[src/rtl/obx_pkg.sv]
package obx_pkg;

  // Configuration register selector values
  localparam logic [1:0] SEL_SIZE = 2'd0;
  localparam logic [1:0] SEL_EN   = 2'd1;
  localparam logic [1:0] SEL_OFF  = 2'd2;
  localparam logic [1:0] SEL_HIGH = 2'd3;

  // Strobes from control to datapath, at most one set per cycle
  typedef struct packed {
    logic takeXlate;
    logic takePass;
    logic raiseErr;
  } obxStrb_t;

endpackage

[src/rtl/obx_ctrl.sv]
module obx_ctrl
  import obx_pkg::*;
#(
  parameter int ADDR_W     = 32,
  parameter int REGION_CNT = 32,
  parameter int SIZE_W     = 2,
  parameter int MIN_SHIFT  = 20,
  parameter int WIN_BITS   = 28,
  parameter logic [31:0] WIN_BASE = 32'h6000_0000,
  localparam int IDX_W     = $clog2(REGION_CNT),
  localparam int SHIFT_W   = $clog2(ADDR_W) + 1
) (
  input  logic              clk,
  input  logic              rstN,
  input  logic              cfgWe,
  input  logic [1:0]        cfgSel,
  input  logic [IDX_W-1:0]  cfgIdx,
  input  logic [ADDR_W-1:0] cfgData,
  input  logic              inValid,
  input  logic [ADDR_W-1:0] inAddr,
  output obxStrb_t          strb,
  output logic [ADDR_W-1:0] selOffset,
  output logic [ADDR_W-1:0] selHigh,
  output logic [SIZE_W-1:0] sizeCode
);

  localparam int TAG_W = ADDR_W - WIN_BITS;

  logic                              globalEn;
  logic [REGION_CNT-1:0][ADDR_W-1:0] offReg;
  logic [REGION_CNT-1:0][ADDR_W-1:0] highReg;
  logic [SHIFT_W-1:0]                shiftAmt;
  logic [IDX_W-1:0]                  regionIdx;
  logic                              winHit;
  logic                              regionOn;

  always_ff @(posedge clk) begin
    if (!rstN) begin
      sizeCode <= '0;
      globalEn <= 1'b0;
    end else if (cfgWe) begin
      if (cfgSel == SEL_SIZE) sizeCode <= cfgData[SIZE_W-1:0];
      if (cfgSel == SEL_EN)   globalEn <= cfgData[0];
    end
  end

  for (genvar r = 0; r < REGION_CNT; r++) begin : g_region
    always_ff @(posedge clk) begin
      if (!rstN) begin
        offReg[r]  <= '0;
        highReg[r] <= '0;
      end else if (cfgWe && cfgIdx == IDX_W'(r)) begin
        if (cfgSel == SEL_OFF)  offReg[r]  <= cfgData;
        if (cfgSel == SEL_HIGH) highReg[r] <= cfgData;
      end
    end
  end

  always_comb begin
    shiftAmt  = SHIFT_W'(MIN_SHIFT) + SHIFT_W'(sizeCode);
    regionIdx = IDX_W'(inAddr >> shiftAmt);
    winHit    = inAddr[ADDR_W-1:WIN_BITS] == WIN_BASE[ADDR_W-1:WIN_BITS];
    selOffset = offReg[regionIdx];
    selHigh   = highReg[regionIdx];
    regionOn  = selOffset[0];
  end

  always_comb begin
    strb = '0;
    if (inValid) begin
      if (!globalEn || !winHit) strb.takePass  = 1'b1;
      else if (regionOn)        strb.takeXlate = 1'b1;
      else                      strb.raiseErr  = 1'b1;
    end
  end

  AST_STRB_EXCL: assert property (@(posedge clk) disable iff (!rstN)
    $onehot0({strb.takeXlate, strb.takePass, strb.raiseErr}));
  AST_IDLE_QUIET: assert property (@(posedge clk) disable iff (!rstN)
    !inValid |-> (strb == '0));
  AST_SIZE_WRITE: assert property (@(posedge clk) disable iff (!rstN)
    (cfgWe && cfgSel == SEL_SIZE) |=> (sizeCode == $past(cfgData[SIZE_W-1:0])));
  AST_XLATE_IN_WIN: assert property (@(posedge clk) disable iff (!rstN)
    strb.takeXlate |-> (inAddr[ADDR_W-1:WIN_BITS] == TAG_W'(WIN_BASE >> WIN_BITS)));

endmodule

[src/rtl/obx_dp.sv]
module obx_dp
  import obx_pkg::*;
#(
  parameter int ADDR_W    = 32,
  parameter int SIZE_W    = 2,
  parameter int MIN_SHIFT = 20,
  localparam int SHIFT_W  = $clog2(ADDR_W) + 1,
  localparam int OUT_W    = 2 * ADDR_W
) (
  input  logic              clk,
  input  logic              rstN,
  input  obxStrb_t          strb,
  input  logic [ADDR_W-1:0] inAddr,
  input  logic [ADDR_W-1:0] selOffset,
  input  logic [ADDR_W-1:0] selHigh,
  input  logic [SIZE_W-1:0] sizeCode,
  output logic              outValid,
  output logic [OUT_W-1:0]  outAddr,
  output logic              outHit,
  output logic              outErr
);

  logic [SHIFT_W-1:0] shiftAmt;
  logic [ADDR_W-1:0]  keepMask;
  logic [OUT_W-1:0]   xlateAddr;
  logic [OUT_W-1:0]   passAddr;

  always_comb begin
    shiftAmt  = SHIFT_W'(MIN_SHIFT) + SHIFT_W'(sizeCode);
    keepMask  = ~({ADDR_W{1'b1}} << shiftAmt);
    xlateAddr = {selHigh, (selOffset & ~keepMask) | (inAddr & keepMask)};
    passAddr  = {{ADDR_W{1'b0}}, inAddr};
  end

  always_ff @(posedge clk) begin
    if (!rstN) begin
      outValid <= 1'b0;
      outHit   <= 1'b0;
      outErr   <= 1'b0;
      outAddr  <= '0;
    end else begin
      outValid <= strb.takeXlate | strb.takePass;
      outHit   <= strb.takeXlate;
      outErr   <= strb.raiseErr;
      if (strb.takeXlate)     outAddr <= xlateAddr;
      else if (strb.takePass) outAddr <= passAddr;
    end
  end

  AST_LAT_ONE: assert property (@(posedge clk) disable iff (!rstN)
    (strb.takeXlate || strb.takePass) |=> outValid);
  AST_PASS_ADDR: assert property (@(posedge clk) disable iff (!rstN)
    strb.takePass |=> (!outHit && outAddr == {{ADDR_W{1'b0}}, $past(inAddr)}));
  AST_LOW_KEPT: assert property (@(posedge clk) disable iff (!rstN)
    strb.takeXlate |=> (outHit && outAddr[MIN_SHIFT-1:0] == $past(inAddr[MIN_SHIFT-1:0])));
  AST_HIGH_WORD: assert property (@(posedge clk) disable iff (!rstN)
    strb.takeXlate |=> (outAddr[OUT_W-1:ADDR_W] == $past(selHigh)));
  AST_ERR_NO_VALID: assert property (@(posedge clk) disable iff (!rstN)
    strb.raiseErr |=> (outErr && !outValid));

endmodule

[src/rtl/obx_top.sv]
module obx_top
  import obx_pkg::*;
#(
  parameter int ADDR_W     = 32,
  parameter int REGION_CNT = 32,
  parameter int SIZE_W     = 2,
  parameter int MIN_SHIFT  = 20,
  parameter int WIN_BITS   = 28,
  parameter logic [31:0] WIN_BASE = 32'h6000_0000,
  localparam int IDX_W     = $clog2(REGION_CNT),
  localparam int OUT_W     = 2 * ADDR_W
) (
  input  logic              clk,
  input  logic              rstN,
  input  logic              cfgWe,
  input  logic [1:0]        cfgSel,
  input  logic [IDX_W-1:0]  cfgIdx,
  input  logic [ADDR_W-1:0] cfgData,
  input  logic              inValid,
  input  logic [ADDR_W-1:0] inAddr,
  output logic              outValid,
  output logic [OUT_W-1:0]  outAddr,
  output logic              outHit,
  output logic              outErr
);

  obxStrb_t          strb;
  logic [ADDR_W-1:0] selOffset;
  logic [ADDR_W-1:0] selHigh;
  logic [SIZE_W-1:0] sizeCode;

  obx_ctrl #(
    .ADDR_W(ADDR_W), .REGION_CNT(REGION_CNT), .SIZE_W(SIZE_W),
    .MIN_SHIFT(MIN_SHIFT), .WIN_BITS(WIN_BITS), .WIN_BASE(WIN_BASE)
  ) u_ctrl (
    .clk(clk), .rstN(rstN), .cfgWe(cfgWe), .cfgSel(cfgSel), .cfgIdx(cfgIdx),
    .cfgData(cfgData), .inValid(inValid), .inAddr(inAddr), .strb(strb),
    .selOffset(selOffset), .selHigh(selHigh), .sizeCode(sizeCode)
  );

  obx_dp #(
    .ADDR_W(ADDR_W), .SIZE_W(SIZE_W), .MIN_SHIFT(MIN_SHIFT)
  ) u_dp (
    .clk(clk), .rstN(rstN), .strb(strb), .inAddr(inAddr),
    .selOffset(selOffset), .selHigh(selHigh), .sizeCode(sizeCode),
    .outValid(outValid), .outAddr(outAddr), .outHit(outHit), .outErr(outErr)
  );

endmodule

[config.mk]
export PLATFORM = sky130hd
export DESIGN_NAME = obx_top
export DESIGN_NICKNAME = d
export VERILOG_FILES = /design/src/rtl/obx_pkg.sv /design/src/rtl/obx_ctrl.sv /design/src/rtl/obx_dp.sv /design/src/rtl/obx_top.sv
export SDC_FILE = /design/constraint.sdc
export NUM_CORES = 2
export LEC_CHECK = 0
export BUFFER_PORTS_ARGS = -buffer_cell sky130_fd_sc_hd__buf_2
export CORE_MARGIN = 1.5
export CORE_UTILIZATION = 63
export CTS_BUF_LIST = sky130_fd_sc_hd__clkbuf_8 sky130_fd_sc_hd__clkbuf_16
export CTS_CLUSTER_SIZE = 40
export DETAILED_ROUTE_END_ITERATION = 8
export PLACE_DENSITY = 0.78
export SETUP_SLACK_MARGIN = 0.2
export SYNTH_ARGS = -nofsm -noshare
export SYNTH_HDL_FRONTEND = slang
export SYNTH_SLANG_ARGS = --single-unit
export TNS_END_PERCENT = 100
[constraint.sdc]
create_clock -name clk -period 4 [get_ports clk]
set_input_delay 0.8 -clock clk [delete_from_list [all_inputs] [get_ports clk]]
set_output_delay 0.8 -clock clk [all_outputs]
set_load 0.01 [all_outputs]
# [Word-level counts from Yosys, hierarchy flattened]
# Index checks and enable logic that the tools add are counted.
[totals] out_inout_bits=67 register_bits=2118 word_cells=234
[classes] eq_ne=35 bitwise=8 n_lt_le_gt_ge=1 n_mux=12 reduce_logical=105 n_addsub=1 n_shift=2
[ops] op="binary-select mux 32 bit (select 5 bit)" count=2
[ops] op="AND reduction 2 bit" count=66
[ops] op="two-way mux 64 bit" count=2
[ops] op="== test 5 bit (second input constant)" count=16
[ops] op="bitwise AND 32 bit" count=2
[ops] op="two-way mux 32 bit" count=2
[ops] op="inverter 32 bit" count=2
[ops] op="== test 5 x 4 -> 1 bit (second input constant)" count=8
[ops] op="logical AND 1 bit" count=32
[ops] op="bitwise OR 32 bit" count=1
[ops] op="left shift 32 x 6 -> 32 bit (first input constant)" count=1
[ops] op=">> shifter 32 x 6 -> 5 bit" count=1
[ops] op="== test 5 x 3 -> 1 bit (second input constant)" count=4
[ops] op="== test 5 x 2 -> 1 bit (second input constant)" count=2
[ops] op="adder 5 x 2 -> 6 bit (first input constant)" count=1
[ops] op="< comparator 5 x 6 -> 1 bit (second input constant)" count=1
[ops] op="== test 5 x 1 -> 1 bit (second input constant)" count=1
[ops] op="zero test 5 bit" count=1
[ops] op="two-way mux 1 bit" count=5
[ops] op="== test 2 bit (second input constant)" count=2
[ops] op="== test 4 x 3 -> 1 bit (second input constant)" count=1
[ops] op="two-way mux 3 bit" count=1
[ops] op="OR reduction 3 bit" count=1
[ops] op="== test 2 x 1 -> 1 bit (second input constant)" count=1
[ops] op="6 further kinds" count=8

# [Logic depth before layout (Yosys ltp)]
[logic_depth] word_depth=9 mapped_depth=15

# [Cells and area by module]
# A second synthesis with hierarchy kept.
[unflattened] hier_cells=10840 area_unflattened_um2=94289.2
[by_module_without_submodules] module="obx_ctrl" cells_each=10652 area_per_inst_um2=92049.5 n_inst=1
[by_module_without_submodules] module="obx_dp" cells_each=188 area_per_inst_um2=2239.6 n_inst=1

# [Worst setup path before layout]
# Ideal clock, no wire load.
[synth_timing] kind="input to register" startpoint="input port inAddr[24]" endpoint="register u_dp.outAddr[20]" stages=11 arrival_ps=3163 setup_slack_ps=719 t_required_ps=3883 setup_time_ps=117 path_cell_list="mux4_2 buf_6 buf_6 mux2i_1 nor3_1 a211oi_1 nor3_2 nand4_1 buf_2 or4_1 a32o_1"
[synth_between] elab_chain_cells=7 word_cells_on_any_way=10 cone_classes="1 x shift; 6 x mux; 2 x bitwise; 1 x reduce/logical"
[synth_rtl] item="from (decl)" line="obx_top.sv:20" text="input logic [ADDR_W-1:0] inAddr,"
[synth_rtl] item=">> shifter 32 x 6 -> 5 bit *" line="obx_ctrl.sv:61" text="regionIdx = IDX_W'(inAddr >> shiftAmt);"
[synth_rtl] item="binary-select mux 32 bit (select 5 bit) *" line="obx_ctrl.sv:63" text="selOffset = offReg[regionIdx];"
[synth_rtl] item="two-way mux 32 bit (not written as such) *" line="obx_ctrl.sv:63"
[synth_rtl] item="two-way mux 1 bit" line="obx_ctrl.sv:72" text="else if (regionOn) strb.takeXlate = 1'b1;"
[synth_rtl] item="two-way mux 1 bit" line="obx_ctrl.sv:71" text="if (!globalEn || !winHit) strb.takePass = 1'b1;"
[synth_rtl] item="two-way mux 3 bit" line="obx_ctrl.sv:70" text="if (inValid) begin"
[synth_rtl] item="two-way mux 64 bit or nonzero test 2 bit (tied branches)"
[synth_rtl] item="to (signal assigned)" line="obx_dp.sv:45" text="if (strb.takeXlate) outAddr <= xlateAddr;"
[synth_rtl] item="to (signal assigned)" line="obx_dp.sv:46" text="else if (strb.takePass) outAddr <= passAddr;"
[synth_rtl] item="to (decl)" line="obx_dp.sv:18" text="output logic [OUT_W-1:0] outAddr,"
# Every way passes the cells marked *; elsewhere a longest branch is shown, timed or not. The select of a mux whose other input is x is not followed.
# A chain may end at the register's enable or synchronous reset.

# [Final worst setup path]
[layout_timing] startpoint="register u_ctrl.sizeCode[1]" endpoint="register u_dp.outAddr[62]"
[layout_between] elab_chain_cells=8 word_cells_on_any_way=11 cone_classes="1 x add/sub; 1 x shift; 8 x mux; 1 x reduce/logical"
[layout_rtl] item="from (decl)" line="obx_ctrl.sv:24" text="output logic [SIZE_W-1:0] sizeCode"
[layout_rtl] item="from (signal assigned)" line="obx_ctrl.sv:42" text="if (cfgSel == SEL_SIZE) sizeCode <= cfgData[SIZE_W-1:0];"
[layout_rtl] item="adder 5 x 2 -> 6 bit *" line="obx_ctrl.sv:60" text="shiftAmt = SHIFT_W'(MIN_SHIFT) + SHIFT_W'(sizeCode);"
[layout_rtl] item=">> shifter 32 x 6 -> 5 bit *" line="obx_ctrl.sv:61"
[layout_rtl] item="binary-select mux 32 bit (select 5 bit)" line="obx_ctrl.sv:63"
[layout_rtl] item="two-way mux 32 bit (not written as such)" line="obx_ctrl.sv:63"
[layout_rtl] item="two-way mux 1 bit" line="obx_ctrl.sv:72"
[layout_rtl] item="two-way mux 1 bit" line="obx_ctrl.sv:71"
[layout_rtl] item="two-way mux 3 bit" line="obx_ctrl.sv:70"
[layout_rtl] item="two-way mux 64 bit or nonzero test 2 bit (tied branches)"
# Marks and branches as above.

==> results by group <==
Hold path
  – Hold EP: u_dp.outAddr[7]
  – Hold crit path type: in2reg
  – Worst hold stages: 3
  – Min-delay src: inAddr[7]

Layout
  – Area of the multi-input gates: 31,200 sq um
  – Syn-to-layout area delta: 10.8%
  – Final net count: 7,857
  – Register area: 30,200 sq um
  – Fill count: 7,938
  – Share of layout cells above drive strength 1: 12.5%

Placed design
  – Pre-CTS setup slack: 0.0517 ns
  – DP HPWL: 122,000 microns
  – # port buffers: 141
  – RD Place Congestion: 0.946

Die
  – Die area: 104,000 sq um
  – Core box area: 102,000 sq um
  – Boundary Pins: 142
  – FP Rows: 117
  – Chip Height: 323 microns
  – Die W: 323 microns
  – Initial core utilization: 63.4%

Clock tree
  – Clk sinks: 1,510
  – H-tree depth: 4
  – Post-CTS sizing: 0
  – CTS buffer count: 152
  – Post-CTS Setup Inserts: 0
  – Clock latency on the worst-skew pair: 0.78 ns
  – TritonCTS clock tree: built
  – Bufs on Longest Clock Path: 3
  – Clk slew on worst S/H paths: 0.06 ns
  – Root Buffer: clkbuf_16
  – CTS Hold Bufs: 0

Synthesis
  – Post-synth EDFFs: 0
  – Cell variety after synth: 58
  – Avg Cell Area, Syn: 8.06 sq um
  – Synthesized netlist net count: 8,067
  – YS warnings: 0
  – Cells after Synth: 7,992
  – Fraction of synthesized cell area taken by the top area cell type: 46.9%
  – Primary FF master, synth: dfxtp_1
  – Synth Register Bits: 1,510
  – Most common library cells after synthesis: 3,297 x nand2_1, 1,510 x dfxtp_1, 1,486 x a21oi_1
  – Post-synth ARST share: 0%
  – Most area-hungry cell type in the Yosys netlist: dfxtp_1
  – Synth top area cells: dfxtp_1 47%, nand2_1 19%, a21oi_1 12%, mux4_2 11%, clkbuf_1 3.8%
  – Seq/Total Area, Yosys: 46.9%
  – Cell Area, Synth: 64,400 sq um
  – Top-count cell post-synth: nand2_1

Route
  – Met3 Wirelength: 24,500 microns
  – Drt pass-1 iters: 8
  – Final wirelength: 212,000 microns
  – Wire length on met1: 76,700 microns
  – Antenna violation net count after detailed routing: 0
  – Max layer used: met5
  – DRT iter0 DRCs: 7,973
  – Via count: 59.3k
  – Via density: 6.40
  – Routed met2 length: 97,100 microns
  – # DRC: 0
  – Avg WL per Cell: 22.9 microns

Critical path
  – Crit path depth: 9
  – R2r setup slk: 0.28 ns
  – Crit Path Category: reg2reg
  – WP data required: 4.71 ns
  – Worst path max stage delay: 0.92 ns
  – Setup crit end kind: flip-flop
  – CP max FO: 16
  – CP cell instances: mux4_4 > buf_12 > buf_4 > mux4_2 > nand2_1 > and3_1 > a311oi_1 > a31oi_1 > o2bb2ai_1
  – Worst Setup Start Kind: flip-flop
  – RR Endpoint: u_dp.outAddr[62]
  – Crit path max-delay family: multiplexers
  – Worst r2r path cells: 9
  – Crit path DAT: 4.43 ns
  – R2r startpoint: u_ctrl.sizeCode[1]
  – Worst Path Buf+Inv: 2
  – CP max stage cell: a311oi_1

Timing
  – Tmin final: 3.72 ns
  – Final WS setup: 0.283 ns
  – Final setup violating endpoints: 0
  – Relative slew slack: 21.3%
  – Peak Freq: 269 MHz
  – Final Max Tran Viols: 0
  – RSZ-0062 raised after global routing: false
  – Final Skew: 0.0319 ns
  – Measured slew at the worst slew-check pin: 1.18 ns
  – Setup TNS: 0 ns
  – Final period utilization: 92.9%
  – Final Hold Viols: 0

GRT
  – Gr ovfl total: 0
  – GRT Util Overall: 40.0%
  – Largest net degree at the start of global routing: 175
  – First-pass GRT wire length: 324,000 microns
  – Vias in the first global route: 56.8k
  – Initial antenna violation count: 12

Pwr
  – Max IR drop VDD: 0.000473 V
  – PwrDens: 445 nW/um^2
  – Lkg Pwr: 0.0234 uW

Run
  – Max cap viols: 0

Outcome
  – Run status: complete, no violations
==> power by group <==
group          total [uW]  switching [uW]  leakage (uW)  internal (uW)
clock network       14400            6080       0.00265           8280
registers           15100            29.7        0.0122          15100
logic                2230            1580       0.00856            648
total               31700            7690        0.0234          24000
==> state kept, by name, summed over array words and instances, names as in the netlist <==
signal / count
u_dp.outValid: 1
u_dp.outErr: 1
u_ctrl.sizeCode: 2
u_ctrl.offReg: 416
u_ctrl.globalEn: 1
u_ctrl.highReg: 1024
u_dp.outHit: 1
u_dp.outAddr: 64
==> per-layer routing <==
layer / vias to the layer above / GRT usage [%]
met3: 813 / 8.20
met4: 14 / 26.0
met2: 3944 / 63.2
li1: 26296 / -
met5: - / 0
met1: 28230 / 50.1
==> per-stage QoR <==
stage	utilization [%]	hold slack, ns	area (sq um)	cells	total power [uW]
final	70.2	0.285	71300	9272	31700
after global routing	70.2	0.280	71300	9271	32400
after CTS	70.2	0.257	71300	9268	31600
after detailed placement	65.2	0.442	66300	8996	17600
after global placement	65.2	0.438	66300	8996	17600
after floorplan	-	0.432	64400	7992	16800
==> worst max path at each step <==
stage / start / endpoint / slack, ns
final: u_ctrl.sizeCode[1] / u_dp.outAddr[62] / 0.28
after global routing: u_ctrl.sizeCode[1] / u_dp.outAddr[62] / 0.26
after CTS: u_ctrl.sizeCode[0] / u_dp.outAddr[54] / 0.48
after detailed placement: inAddr[24] / u_dp.outAddr[54] / 0.05
after global placement: inAddr[24] / u_dp.outAddr[62] / 0.11
after floorplan: inAddr[24] / u_dp.outAddr[20] / 0.72
==> placed cells by master, fill, tap and decap left out, types with 54 or more instances in the layout <==
cell type	n
a21oi_1	1486
buf_2	141
buf_4	219
clkbuf_16	157
dfxtp_1	1510
mux2i_1	99
mux4_2	306
nand2_1	3297
nand3_1	98
nor2_1	54
==> worst min-delay path, stage by stage <==
cell     delay [ns]
buf_2          0.10
nand3_1        0.05
a21oi_1        0.05
==> logic make-up after synthesis <==
logic type             count (synthesis)  share of synthesized area, %
flip-flops                          1510                          46.9
multiplexers                         418                          12.5
AO/OA/AOI/OAI                       1694                          14.1
AND/OR/NAND/NOR                     3603                          21.6
buffers and inverters                767                          4.77
==> cell type report <==
cell class	instances	share of cell area, %
Clock inverter	90	1.06
Timing Repair Buffer	398	4.36
Sequential cell	1510	42.4
Clock buffer	182	5.99
Multi-Input combinational cell	5715	43.8
Antenna cell	4	0.0140
Tap cell	1368	2.40
Inverter	5	0.0368
Note: power is estimated with default switching activity, not from simulation.
